===== config.mk =====
export PLATFORM = sky130hd
export DESIGN_NAME = aud_rx_deser
export DESIGN_NICKNAME = d
export VERILOG_FILES = /design/src/rtl/aud_rx_pkg.sv /design/src/rtl/aud_rx_edge.sv /design/src/rtl/aud_rx_framer.sv /design/src/rtl/aud_rx_lane.sv /design/src/rtl/aud_rx_deser.sv
export SDC_FILE = /design/constraint.sdc
export NUM_CORES = 1
export LEC_CHECK = 0
export ABC_AREA = 1
export CORE_MARGIN = 8
export CORE_UTILIZATION = 52
export CTS_CLUSTER_DIAMETER = 40
export DETAILED_ROUTE_END_ITERATION = 7
export MAX_ROUTING_LAYER = met4
export PLACE_DENSITY = 0.73
export SLEW_MARGIN = 20
export SYNTH_ARGS = -nofsm -noshare
export SYNTH_HDL_FRONTEND = slang
export SYNTH_SLANG_ARGS = --single-unit

===== constraint.sdc =====
create_clock -name clk_i -period 3 [get_ports clk_i]
set_input_delay 0.6 -clock clk_i [delete_from_list [all_inputs] [get_ports clk_i]]
set_output_delay 0.6 -clock clk_i [all_outputs]
set_load 0.02 [all_outputs]

===== src/rtl/aud_rx_pkg.sv =====
package aud_rx_pkg;

    localparam int unsigned MAX_LANES  = 4;
    localparam int unsigned SLOT_BITS  = 32;
    localparam int unsigned POS_W      = 10;
    localparam int unsigned SLOT_IDX_W = 4;
    localparam int unsigned SLOT_LSB   = $clog2(SLOT_BITS);

    typedef enum logic [1:0] {
        FMT_MSB  = 2'b00,
        FMT_LSB  = 2'b01,
        FMT_I2S  = 2'b10,
        FMT_RSVD = 2'b11
    } fmt_e;

    typedef enum logic [1:0] {
        TDM_OFF = 2'b00,
        TDM_128 = 2'b01,
        TDM_256 = 2'b10,
        TDM_512 = 2'b11
    } tdm_e;

    typedef enum logic [1:0] {
        WL_16 = 2'b00,
        WL_20 = 2'b01,
        WL_24 = 2'b10,
        WL_32 = 2'b11
    } wlen_e;

    typedef struct packed {
        tdm_e  tdm;
        fmt_e  fmt;
        wlen_e wl;
    } rx_cfg_t;

    typedef struct packed {
        logic                  vld;
        logic [SLOT_IDX_W-1:0] slot;
    } cap_t;

    function automatic logic [POS_W-1:0] last_pos(tdm_e t);
        case (t)
            TDM_OFF: return POS_W'(2 * SLOT_BITS - 1);
            TDM_128: return POS_W'(4 * SLOT_BITS - 1);
            TDM_256: return POS_W'(8 * SLOT_BITS - 1);
            default: return POS_W'(16 * SLOT_BITS - 1);
        endcase
    endfunction

    function automatic logic [SLOT_IDX_W:0] slot_count(tdm_e t);
        case (t)
            TDM_OFF: return (SLOT_IDX_W+1)'(2);
            TDM_128: return (SLOT_IDX_W+1)'(4);
            TDM_256: return (SLOT_IDX_W+1)'(8);
            default: return (SLOT_IDX_W+1)'(16);
        endcase
    endfunction

    function automatic logic [MAX_LANES-1:0] lane_mask(tdm_e t);
        case (t)
            TDM_OFF:          return 4'b1111;
            TDM_128, TDM_256: return 4'b0011;
            default:          return 4'b0001;
        endcase
    endfunction

    function automatic rx_cfg_t resolve_cfg(logic [1:0] tdm_s, logic [1:0] fmt_s,
                                            logic [1:0] wl_s, logic fix_en, logic fix_i2s);
        rx_cfg_t c;
        c.tdm = tdm_e'(tdm_s);
        if (fix_en) begin
            c.fmt = fix_i2s ? FMT_I2S : FMT_MSB;
            c.wl  = WL_32;
        end else begin
            c.fmt = fmt_e'(fmt_s);
            c.wl  = wlen_e'(wl_s);
        end
        return c;
    endfunction

endpackage


===== src/rtl/aud_rx_edge.sv =====
module aud_rx_edge (
    input  logic clk_i,
    input  logic rst_i,
    input  logic bclk_i,
    input  logic fclk_i,
    input  logic start_on_fall_i,
    output logic bit_stb_o,
    output logic frm_start_o
);

    logic bclk_q;
    logic fclk_q;

    always_ff @(posedge clk_i) begin
        if (rst_i) begin
            bclk_q <= 1'b0;
            fclk_q <= 1'b0;
        end else begin
            bclk_q <= bclk_i;
            if (bit_stb_o) begin
                fclk_q <= fclk_i;
            end
        end
    end

    assign bit_stb_o   = bclk_i & ~bclk_q;
    assign frm_start_o = bit_stb_o & (start_on_fall_i ? (~fclk_i & fclk_q)
                                                      : (fclk_i & ~fclk_q));

endmodule


===== src/rtl/aud_rx_framer.sv =====
module aud_rx_framer
    import aud_rx_pkg::*;
(
    input  logic clk_i,
    input  logic rst_i,
    input  logic bit_stb_i,
    input  logic frm_start_i,
    input  tdm_e tdm_i,
    input  logic i2s_i,
    output cap_t cap_o,
    output logic err_o
);

    logic [POS_W-1:0] pos_q, pos_nxt, last;
    logic seen_q, seen_nxt, lock_q, lock_nxt, err_nxt, word_end;

    assign last = last_pos(tdm_i);

    always_comb begin
        pos_nxt  = pos_q;
        seen_nxt = seen_q;
        lock_nxt = lock_q;
        err_nxt  = err_o;
        if (bit_stb_i) begin
            if (frm_start_i) begin
                pos_nxt  = '0;
                seen_nxt = 1'b1;
                if (seen_q) begin
                    lock_nxt = (pos_q == last);
                    err_nxt  = (pos_q != last);
                end
            end else if (seen_q) begin
                pos_nxt = (pos_q == '1) ? pos_q : pos_q + 1'b1;
                if (pos_q >= last) begin
                    lock_nxt = 1'b0;
                    err_nxt  = 1'b1;
                end
            end
        end
    end

    assign word_end = i2s_i ? (pos_nxt[SLOT_LSB-1:0] == '0)
                            : (pos_nxt[SLOT_LSB-1:0] == '1);

    always_comb begin
        cap_o.vld  = bit_stb_i & seen_nxt & word_end & lock_nxt;
        cap_o.slot = i2s_i ? {{(SLOT_IDX_W-1){1'b0}}, ~pos_nxt[SLOT_LSB]}
                           : pos_nxt[SLOT_LSB +: SLOT_IDX_W];
    end

    always_ff @(posedge clk_i) begin
        if (rst_i) begin
            pos_q  <= '0;
            seen_q <= 1'b0;
            lock_q <= 1'b0;
            err_o  <= 1'b0;
        end else begin
            pos_q  <= pos_nxt;
            seen_q <= seen_nxt;
            lock_q <= lock_nxt;
            err_o  <= err_nxt;
        end
    end

    AST_LOCK_AT_START: assert property (@(posedge clk_i) disable iff (rst_i)
        $rose(lock_q) |-> $past(frm_start_i));

    AST_OVERRUN_FLAG: assert property (@(posedge clk_i) disable iff (rst_i)
        (bit_stb_i && !frm_start_i && seen_q && (pos_q >= last)) |=> err_o);

endmodule


===== src/rtl/aud_rx_lane.sv =====
module aud_rx_lane
    import aud_rx_pkg::*;
(
    input  logic                 clk_i,
    input  logic                 rst_i,
    input  logic                 bit_stb_i,
    input  logic                 sd_i,
    input  rx_cfg_t              cfg_i,
    output logic [SLOT_BITS-1:0] word_o
);

    logic [SLOT_BITS-2:0] shreg_q;
    logic [SLOT_BITS-1:0] sh_nxt;

    assign sh_nxt = {shreg_q, sd_i};

    always_ff @(posedge clk_i) begin
        if (rst_i) begin
            shreg_q <= '0;
        end else if (bit_stb_i) begin
            shreg_q <= sh_nxt[SLOT_BITS-2:0];
        end
    end

    always_comb begin
        word_o = sh_nxt;
        if (cfg_i.tdm == TDM_OFF) begin
            if (cfg_i.fmt == FMT_MSB && cfg_i.wl == WL_24) begin
                word_o = {sh_nxt[SLOT_BITS-1:8], 8'h00};
            end else if (cfg_i.fmt == FMT_LSB) begin
                case (cfg_i.wl)
                    WL_16:   word_o = {{16{sh_nxt[15]}}, sh_nxt[15:0]};
                    WL_20:   word_o = {{12{sh_nxt[19]}}, sh_nxt[19:0]};
                    WL_24:   word_o = {{8{sh_nxt[23]}}, sh_nxt[23:0]};
                    default: word_o = sh_nxt;
                endcase
            end
        end
    end

endmodule


===== src/rtl/aud_rx_deser.sv =====
module aud_rx_deser
    import aud_rx_pkg::*;
#(
    parameter int unsigned LANES = MAX_LANES
) (
    input  logic                       clk_i,
    input  logic                       rst_i,
    input  logic                       bclk_i,
    input  logic                       fclk_i,
    input  logic [LANES-1:0]           sdata_i,
    input  logic [1:0]                 tdm_sel_i,
    input  logic [1:0]                 fmt_sel_i,
    input  logic [1:0]                 wlen_sel_i,
    input  logic                       fixed_en_i,
    input  logic                       fixed_i2s_i,
    output logic [LANES-1:0]           smp_vld_o,
    output logic [SLOT_IDX_W-1:0]      smp_slot_o,
    output logic [LANES*SLOT_BITS-1:0] smp_data_o,
    output logic                       frame_err_o
);

    rx_cfg_t                  cfg;
    logic                     i2s_stereo, bit_stb, frm_start;
    cap_t                     cap;
    logic [LANES-1:0]         act_mask;
    logic [LANES*SLOT_BITS-1:0] lane_words;

    assign cfg        = resolve_cfg(tdm_sel_i, fmt_sel_i, wlen_sel_i, fixed_en_i, fixed_i2s_i);
    assign i2s_stereo = (cfg.tdm == TDM_OFF) && (cfg.fmt == FMT_I2S);
    assign act_mask   = lane_mask(cfg.tdm);

    aud_rx_edge u_edge (
        .clk_i           (clk_i),
        .rst_i           (rst_i),
        .bclk_i          (bclk_i),
        .fclk_i          (fclk_i),
        .start_on_fall_i (i2s_stereo),
        .bit_stb_o       (bit_stb),
        .frm_start_o     (frm_start)
    );

    aud_rx_framer u_framer (
        .clk_i       (clk_i),
        .rst_i       (rst_i),
        .bit_stb_i   (bit_stb),
        .frm_start_i (frm_start),
        .tdm_i       (cfg.tdm),
        .i2s_i       (i2s_stereo),
        .cap_o       (cap),
        .err_o       (frame_err_o)
    );

    for (genvar l = 0; l < LANES; l++) begin : g_lane
        aud_rx_lane u_lane (
            .clk_i     (clk_i),
            .rst_i     (rst_i),
            .bit_stb_i (bit_stb),
            .sd_i      (sdata_i[l]),
            .cfg_i     (cfg),
            .word_o    (lane_words[l*SLOT_BITS +: SLOT_BITS])
        );
    end

    always_ff @(posedge clk_i) begin
        if (rst_i) begin
            smp_vld_o  <= '0;
            smp_slot_o <= '0;
            smp_data_o <= '0;
        end else begin
            smp_vld_o <= cap.vld ? act_mask : '0;
            if (cap.vld) begin
                smp_slot_o <= cap.slot;
                smp_data_o <= lane_words;
            end
        end
    end

    AST_ERR_MUTES: assert property (@(posedge clk_i) disable iff (rst_i)
        frame_err_o |-> (smp_vld_o == '0));

    AST_LANE_MASK: assert property (@(posedge clk_i) disable iff (rst_i)
        (smp_vld_o & ~act_mask) == '0);

    AST_SLOT_RANGE: assert property (@(posedge clk_i) disable iff (rst_i)
        (|smp_vld_o) |-> ({1'b0, smp_slot_o} < slot_count(cfg.tdm)));

    AST_VLD_AFTER_RISE: assert property (@(posedge clk_i) disable iff (rst_i)
        (|smp_vld_o) |-> ($past(bclk_i) && !$past(bclk_i, 2)));

    AST_LSB16_SIGN: assert property (@(posedge clk_i) disable iff (rst_i)
        (smp_vld_o[0] && cfg.tdm == TDM_OFF && cfg.fmt == FMT_LSB && cfg.wl == WL_16)
        |-> (smp_data_o[31:16] == {16{smp_data_o[15]}}));

endmodule


==> key figures, run 1 <==
Outcome
  – Status: completed

STA
  – Max frequency: 370 MHz
  – Hold Vio Cnt, Final: 0
  – Slew Limit Fails: 0
  – Max_slew headroom: 31.8%
  – Fin Clk Skew: ~0.014 ns
  – Final setup viols: 0
  – Min Tclk post-route: 2.70 ns
  – RSZ-0062 raised after global routing: no
  – Slew at the pin with the worst max-slew slack: around 1.0 ns
  – Period utilization: 90.1%
  – Post-route setup TNS: 0 ns

Synthesis
  – Biggest area consumer among synthesized cells: dfxtp_1
  – Post-Syn Instances: 1,899
  – Seq cells post-synth: 274
  – Mapped Nets: 1,919
  – Adder-Cell Fraction of Synth Area: less than 1%
  – Mux cell area share after synthesis: 0%
  – Post-synth EDFFs: 0
  – Fraction of the mapped netlist area in simple logic gates: a little under a third
  – Most frequent cell after synthesis: nand2_1
  – Largest family of logic cells by synthesized area: simple AND/OR/NAND/NOR gates
  – Area fraction in compound gates after synthesis: 8.75%
  – Sequential share of the synthesized area: 44.1%
  – Netlist cell types: 28
  – Top cells by area, synth: dfxtp_1 44%, nand2_1 12%, nor2_1 10%, inv_1 9.9%, nand4_1 6.8%
  – Post-synthesis xor/xnor area fraction: 0%
  – Synth warnings: 0
  – Commonest cells in the netlist: 414 x nand2_1, 335 x nor2_1, 327 x inv_1, 274 x dfxtp_1, 135 x nand4_1
  – Synth Flop Type: dfxtp_1
  – Async set-reset flop share out of synthesis: 0%
  – Mapped Area: 12,400 µm²
  – Post-synth top area share: 44.1%
  – Avg Cell Area, Syn: 6.55 µm²

Critical path
  – Critical Path Max Stage Delay: 0.44 ns
  – Crit-path cells: clkdlybuf4s50_1 > inv_2 > nand2_1 > nor2_2 > nand2_1 > nand2_1 > nand3_2 > nand3_1 > nand3_1 > o21ai_4 > nand3_4 > buf_12 > nand2_1 > inv_2 > nor2_1
  – Crit path DAT: approximately 3.1 ns
  – Sum of buffers and inverters on the critical path: 4
  – CP endpoint kind: register
  – Crit start category: input pin
  – Slowest CP cell: clkdlybuf4s50_1
  – Req. time, crit path: around 3.4 ns
  – CP Class: in2reg
  – Largest delay share family, worst path: simple AND/OR/NAND/NOR gates
  – Critical Path Fanout Max: 57
  – CP most frequent cell: nand2_1

Layout
  – Fillcell total: 2,053
  – Final nets: 2,061
  – Diodes inserted: 0
  – Layout area overhead: 28.1%
  – Share of cells above drive strength 1: 8.96%

Clocking
  – Reg clk slew, reported paths: around 0.05 ns
  – Post-CTS Hold Buffers: 0
  – Clock buffer depth: 3
  – Num CTS Buffers: 39
  – H-tree Lvls: 2
  – Clock latency on the worst-skew pair: 0.51 ns
  – CTS tree: built
  – Setup Fix Bufs, Post-CTS: 0
  – Post-cts sizing count: 0
  – Num Clock Sinks: between 200 and 300
  – CTS Root Cell: clkbuf_16

Power and ir drop
  – Leakage power: 7.12 nW
  – Worst ir drop on vdd: 386 µV
  – Tot Pwr: 8.83 mW
  – Pwr per Cell Area: 554 nW/µm²

Floorplanning
  – DIE WIDTH: 171 µm
  – Die area: approximately 29,000 µm²
  – Io pins: 153
  – Site Rows: 56
  – Die Y: 171 µm
  – Starting Density: between 50 and 60%
  – Core Region: around 23,000 µm²

Global routing
  – Antenna violations before repair: 0
  – Largest net degree at the start of global routing: between 90 and 100
  – Vias in the first global route: ~11,000
  – First-pass GRT wire length: 52,100 µm
  – GRT overflow: 0
  – Total Routing Usage GR: 22.0%

Routing
  – Detailed-route vias per instance: 4.91
  – Routed Wire Length: 31,300 µm
  – Drt pass-1 iters: 7
  – Drt drc: 0
  – Final ANT Viol Nets: 0
  – WL/cell: 13.1 µm
  – Via count: 11,700
  – DRT iter0 DRCs: a little under 800

Run
  – Max Cap Viol: 0

Placement
  – HPWL after DPL: 20,300 µm
  – IO Port Bufs: roughly 150
  – Gpl congestion: 0.867

Min path
  – Worst Hold Class: reg2reg
[kinds of logic (layout without fill, tap and decap cells)]
kind of cell | Yosys count | after routing
simple gates | 923 | 923
buf+inv | 485 | 651
flops | 274 | 274
compound gates | 213 | 213
fa+ha+maj | 4 | 4
[cells in the final DEF, fill, tap and decap left out, types with 4 or more instances in the layout]
master | netlist | final
nand2_1 | 414 | 412
nor2_1 | 335 | 335
inv_1 | 327 | 326
dfxtp_1 | 274 | 274
clkdlybuf4s50_1 | 0 | 152
nand4_1 | 135 | 135
o21ai_0 | 127 | 127
a21oi_1 | 77 | 77
buf_4 | 1 | 51
clkbuf_16 | 0 | 40
inv_2 | 33 | 32
buf_12 | 0 | 23
nand3_1 | 20 | 19
clkinv_2 | 0 | 8
nor3_1 | 7 | 7
clkbuf_8 | 0 | 6
a31oi_1 | 5 | 5
nand3_2 | 4 | 4
ha_1 | 4 | 4
clkinv_4 | 0 | 4
[final timing paths]
check                              startpoint                           to  cells after the start  slack, ns
setup / recovery                 tdm_sel_i[1]               smp_data_o[89]                     15       0.30
hold reg to reg   g_lane[1].u_lane.shreg_q[9]  g_lane[1].u_lane.shreg_q[9]                      2       0.46
hold / removal    g_lane[1].u_lane.shreg_q[9]  g_lane[1].u_lane.shreg_q[9]                      2       0.46
setup reg to reg            u_framer.pos_q[0]               smp_data_o[89]                     14       0.49
[sequential cells by signal (all words and copies together) (netlist names)]
name	count
smp_data_o	128
g_lane.u_lane.shreg_q	124
u_framer.pos_q	10
smp_slot_o	4
smp_vld_o	3
u_edge.bclk_q	1
u_edge.fclk_q	1
u_framer.err_o	1
u_framer.lock_q	1
u_framer.seen_q	1
[worst reg2reg max path, stage by stage, from the launching register on]
cell and delay (ns):
dfxtp_1 0.35, ha_1 0.18, nand2_1 0.08, nor2_1 0.18, nand3_2 0.19, nand2_2 0.17, nand2_1 0.07, nand3_1 0.13
nand3_1 0.14, o21ai_4 0.26, nand3_4 0.19, buf_12 0.25, nand2_1 0.13, inv_2 0.04, nor2_1 0.10
[power by group]
part           switching (mW)  total (mW)  internal [mW]
Combinational           0.365       0.585          0.221
Clock                    1.64        4.40           2.75
Sequential             0.0807        3.85           3.77
Total                    2.09        8.83           6.74
[layout make-up]
class	instances	area (µm²)	share of cell area (%)
flip-flops and latches	274	5490	34.4
repair buffers	226	2360	14.8
well taps	319	399	2.50
clock buffers	47	1090	6.82
clock inverters	18	179	1.12
multi-input cells	1140	5060	31.8
inverters	360	1360	8.52
[routing by layer]
layer / global-route usage (%) / vias up / wire length, µm
met5: - / - / 0
met4: 8.16 / 0 / 871
met3: 3.43 / 58 / 1600
met2: 36.9 / 266 / 14900
met1: 26.3 / 5267 / 13900
li1: - / 6104 / -
[metrics by stage]
stage	worst slack (ns)	instance area, µm²	utilization [%]	hold WS [ns]	cells
final	0.298	15900	67.9	0.463	2384
after detailed placement	-0.164	14700	62.5	0.455	2319
after floorplan	0.618	12400	-	0.425	1899
after global placement	-0.115	14700	62.5	0.450	2319
after global routing	0.0573	15900	67.9	0.488	2384
after CTS	0.314	15900	67.9	0.463	2384
(Power assumes the default switching activity.)
==> run 2, diff against run 1 <==
- ABC_CLOCK_PERIOD_IN_PS: default -> 3000
- CTS_CLUSTER_DIAMETER: 40 -> default
==> key figures, run 2 (synthesized netlist as in run 1, its figures left out) <==
Global routing
  – Total Routing Usage GR: ~22%
  – Antenna violations before repair: 0
  – First-pass GRT wire length: approximately 52,000 µm
  – Vias in the first global route: 10,700
  – Largest net degree at the start of global routing: 96
  – GRT overflow: 0

Routing
  – Final ANT Viol Nets: 0
  – Detailed-route vias per instance: 4.89
  – Drt pass-1 iters: 8
  – Routed Wire Length: approximately 31,000 µm
  – WL/cell: around 13 µm
  – Via count: 11,600
  – DRT iter0 DRCs: 945
  – Drt drc: 3

Power and ir drop
  – Worst ir drop on vdd: about 340 µV
  – Leakage power: roughly 7.0 nW
  – Pwr per Cell Area: roughly 530 nW/µm²
  – Tot Pwr: 8.33 mW

Floorplanning
  – Io pins: ~150
  – DIE WIDTH: 171 µm
  – Core Region: 23,500 µm²
  – Starting Density: 53.0%
  – Die Y: 171 µm
  – Site Rows: 56
  – Die area: 29,100 µm²

Min path
  – Hold Path Depth: 2
  – Worst Hold Class: reg2reg

Critical path
  – Crit start category: input pin
  – Req. time, crit path: 3.46 ns
  – FF-to-FF setup slack: 0.53 ns
  – Register-to-Register Path Depth: 14
  – CP Class: in2reg
  – CP endpoint kind: register
  – Crit path DAT: 3.10 ns
  – Critical Path Fanout Max: 57

Clocking
  – Setup Fix Bufs, Post-CTS: 0
  – CTS tree: built
  – Num CTS Buffers: 29
  – Post-CTS Hold Buffers: 0
  – CTS Root Cell: clkbuf_16
  – Post-cts sizing count: 0
  – Clock latency on the worst-skew pair: 0.53 ns
  – H-tree Lvls: 1
  – Reg clk slew, reported paths: around 0.060 ns
  – Num Clock Sinks: 274
  – Clock buffer depth: 3

Placement
  – HPWL after DPL: 20,300 µm
  – IO Port Bufs: approximately 150
  – Gpl congestion: 0.867

STA
  – Fin Clk Skew: 0.0121 ns
  – RSZ-0062 raised after global routing: no
  – Final setup viols: 0
  – Period utilization: between 80% and 90%
  – Slew Limit Fails: 0
  – Slew at the pin with the worst max-slew slack: 1.02 ns
  – Max_slew headroom: 31.7%
  – Hold_ws: approximately 0.47 ns
  – Min Tclk post-route: 2.64 ns
  – Hold Vio Cnt, Final: 0
  – Max frequency: 378 MHz

Layout
  – Biggest register: smp_data_o
  – Final nets: 2,051
  – Share of cells above drive strength 1: approximately 8.2%
  – Largest regs: smp_data_o: 128 flops, g_lane.u_lane.shreg_q: 124 flops, u_framer.pos_q: 10 flops
  – Register Area: 5490 µm²
  – Most frequent cells in the layout: 412 x nand2_1, 335 x nor2_1, 326 x inv_1
  – Diodes inserted: 0
  – Max reg flops: between 100 and 150
  – Fillcell total: 2,070
  – Multi-input gate area: roughly 5100 µm²
  – Most common library cell in the layout ignoring fill and taps: nand2_1
  – Layout area overhead: 26.3%

Outcome
  – Violated checks: DRC
  – Status: finished with violations

Run
  – Max Cap Viol: 0
[run 2: area by class of cell]
type                       instances  area share (%)
sequential                       274            34.9
multi-input combinational       1140            32.2
timing repair buffer             226            15.0
inverter                         360            8.64
clock buffer                      36            4.91
tap                              319            2.54
clock inverter                    17            1.74
[run 2: where the power goes]
part | leakage, nW | switching [mW] | internal [mW]
logic | 4.26 | 0.365 | 0.221
registers | 2.23 | 0.0810 | 3.76
clock network | 0.509 | 1.47 | 2.43
[run 2: worst max-delay path: stages]
cell and delay, ns:
clkdlybuf4s50_1 0.45, inv_2 0.07, nand2_1 0.09, nor2_2 0.16, nand2_1 0.08, nand2_1 0.10
nand3_2 0.25, nand3_1 0.25, nand3_1 0.14, o21ai_4 0.25, nand3_4 0.18, buf_12 0.25
nand2_1 0.08, inv_1 0.04, nor2_1 0.10
[run 2: final timing paths]
| kind | from | endpoint |
|---|---|---|
| min | g_lane[0].u_lane.shreg_q[9] | g_lane[0].u_lane.shreg_q[9] |
| max | tdm_sel_i[1] | smp_data_o[78] |
| max reg2reg | u_framer.pos_q[0] | smp_data_o[78] |
| min reg2reg | g_lane[0].u_lane.shreg_q[9] | g_lane[0].u_lane.shreg_q[9] |
[run 2: metrics by stage]
step                      area [µm²]  instances  util [%]  setup WS [ns]  setup TNS (ns)
final                          15700       2372      67.0          0.357               0
after global routing           15700       2372      67.0         0.0795               0
after CTS                      15700       2372      67.0          0.368               0
after detailed placement       14700       2319      62.5         -0.164          -16.70
after global placement         14700       2319      62.5         -0.115          -11.44
after floorplan                12400       1899         -          0.618               0
[run 2: layer usage]
layer	GRT usage, %	wire [µm]	vias up
met5	-	0	-
met4	5.84	664	0
met3	2.97	1630	47
met2	36.9	14900	271
met1	26.6	13800	5200
li1	-	-	6073
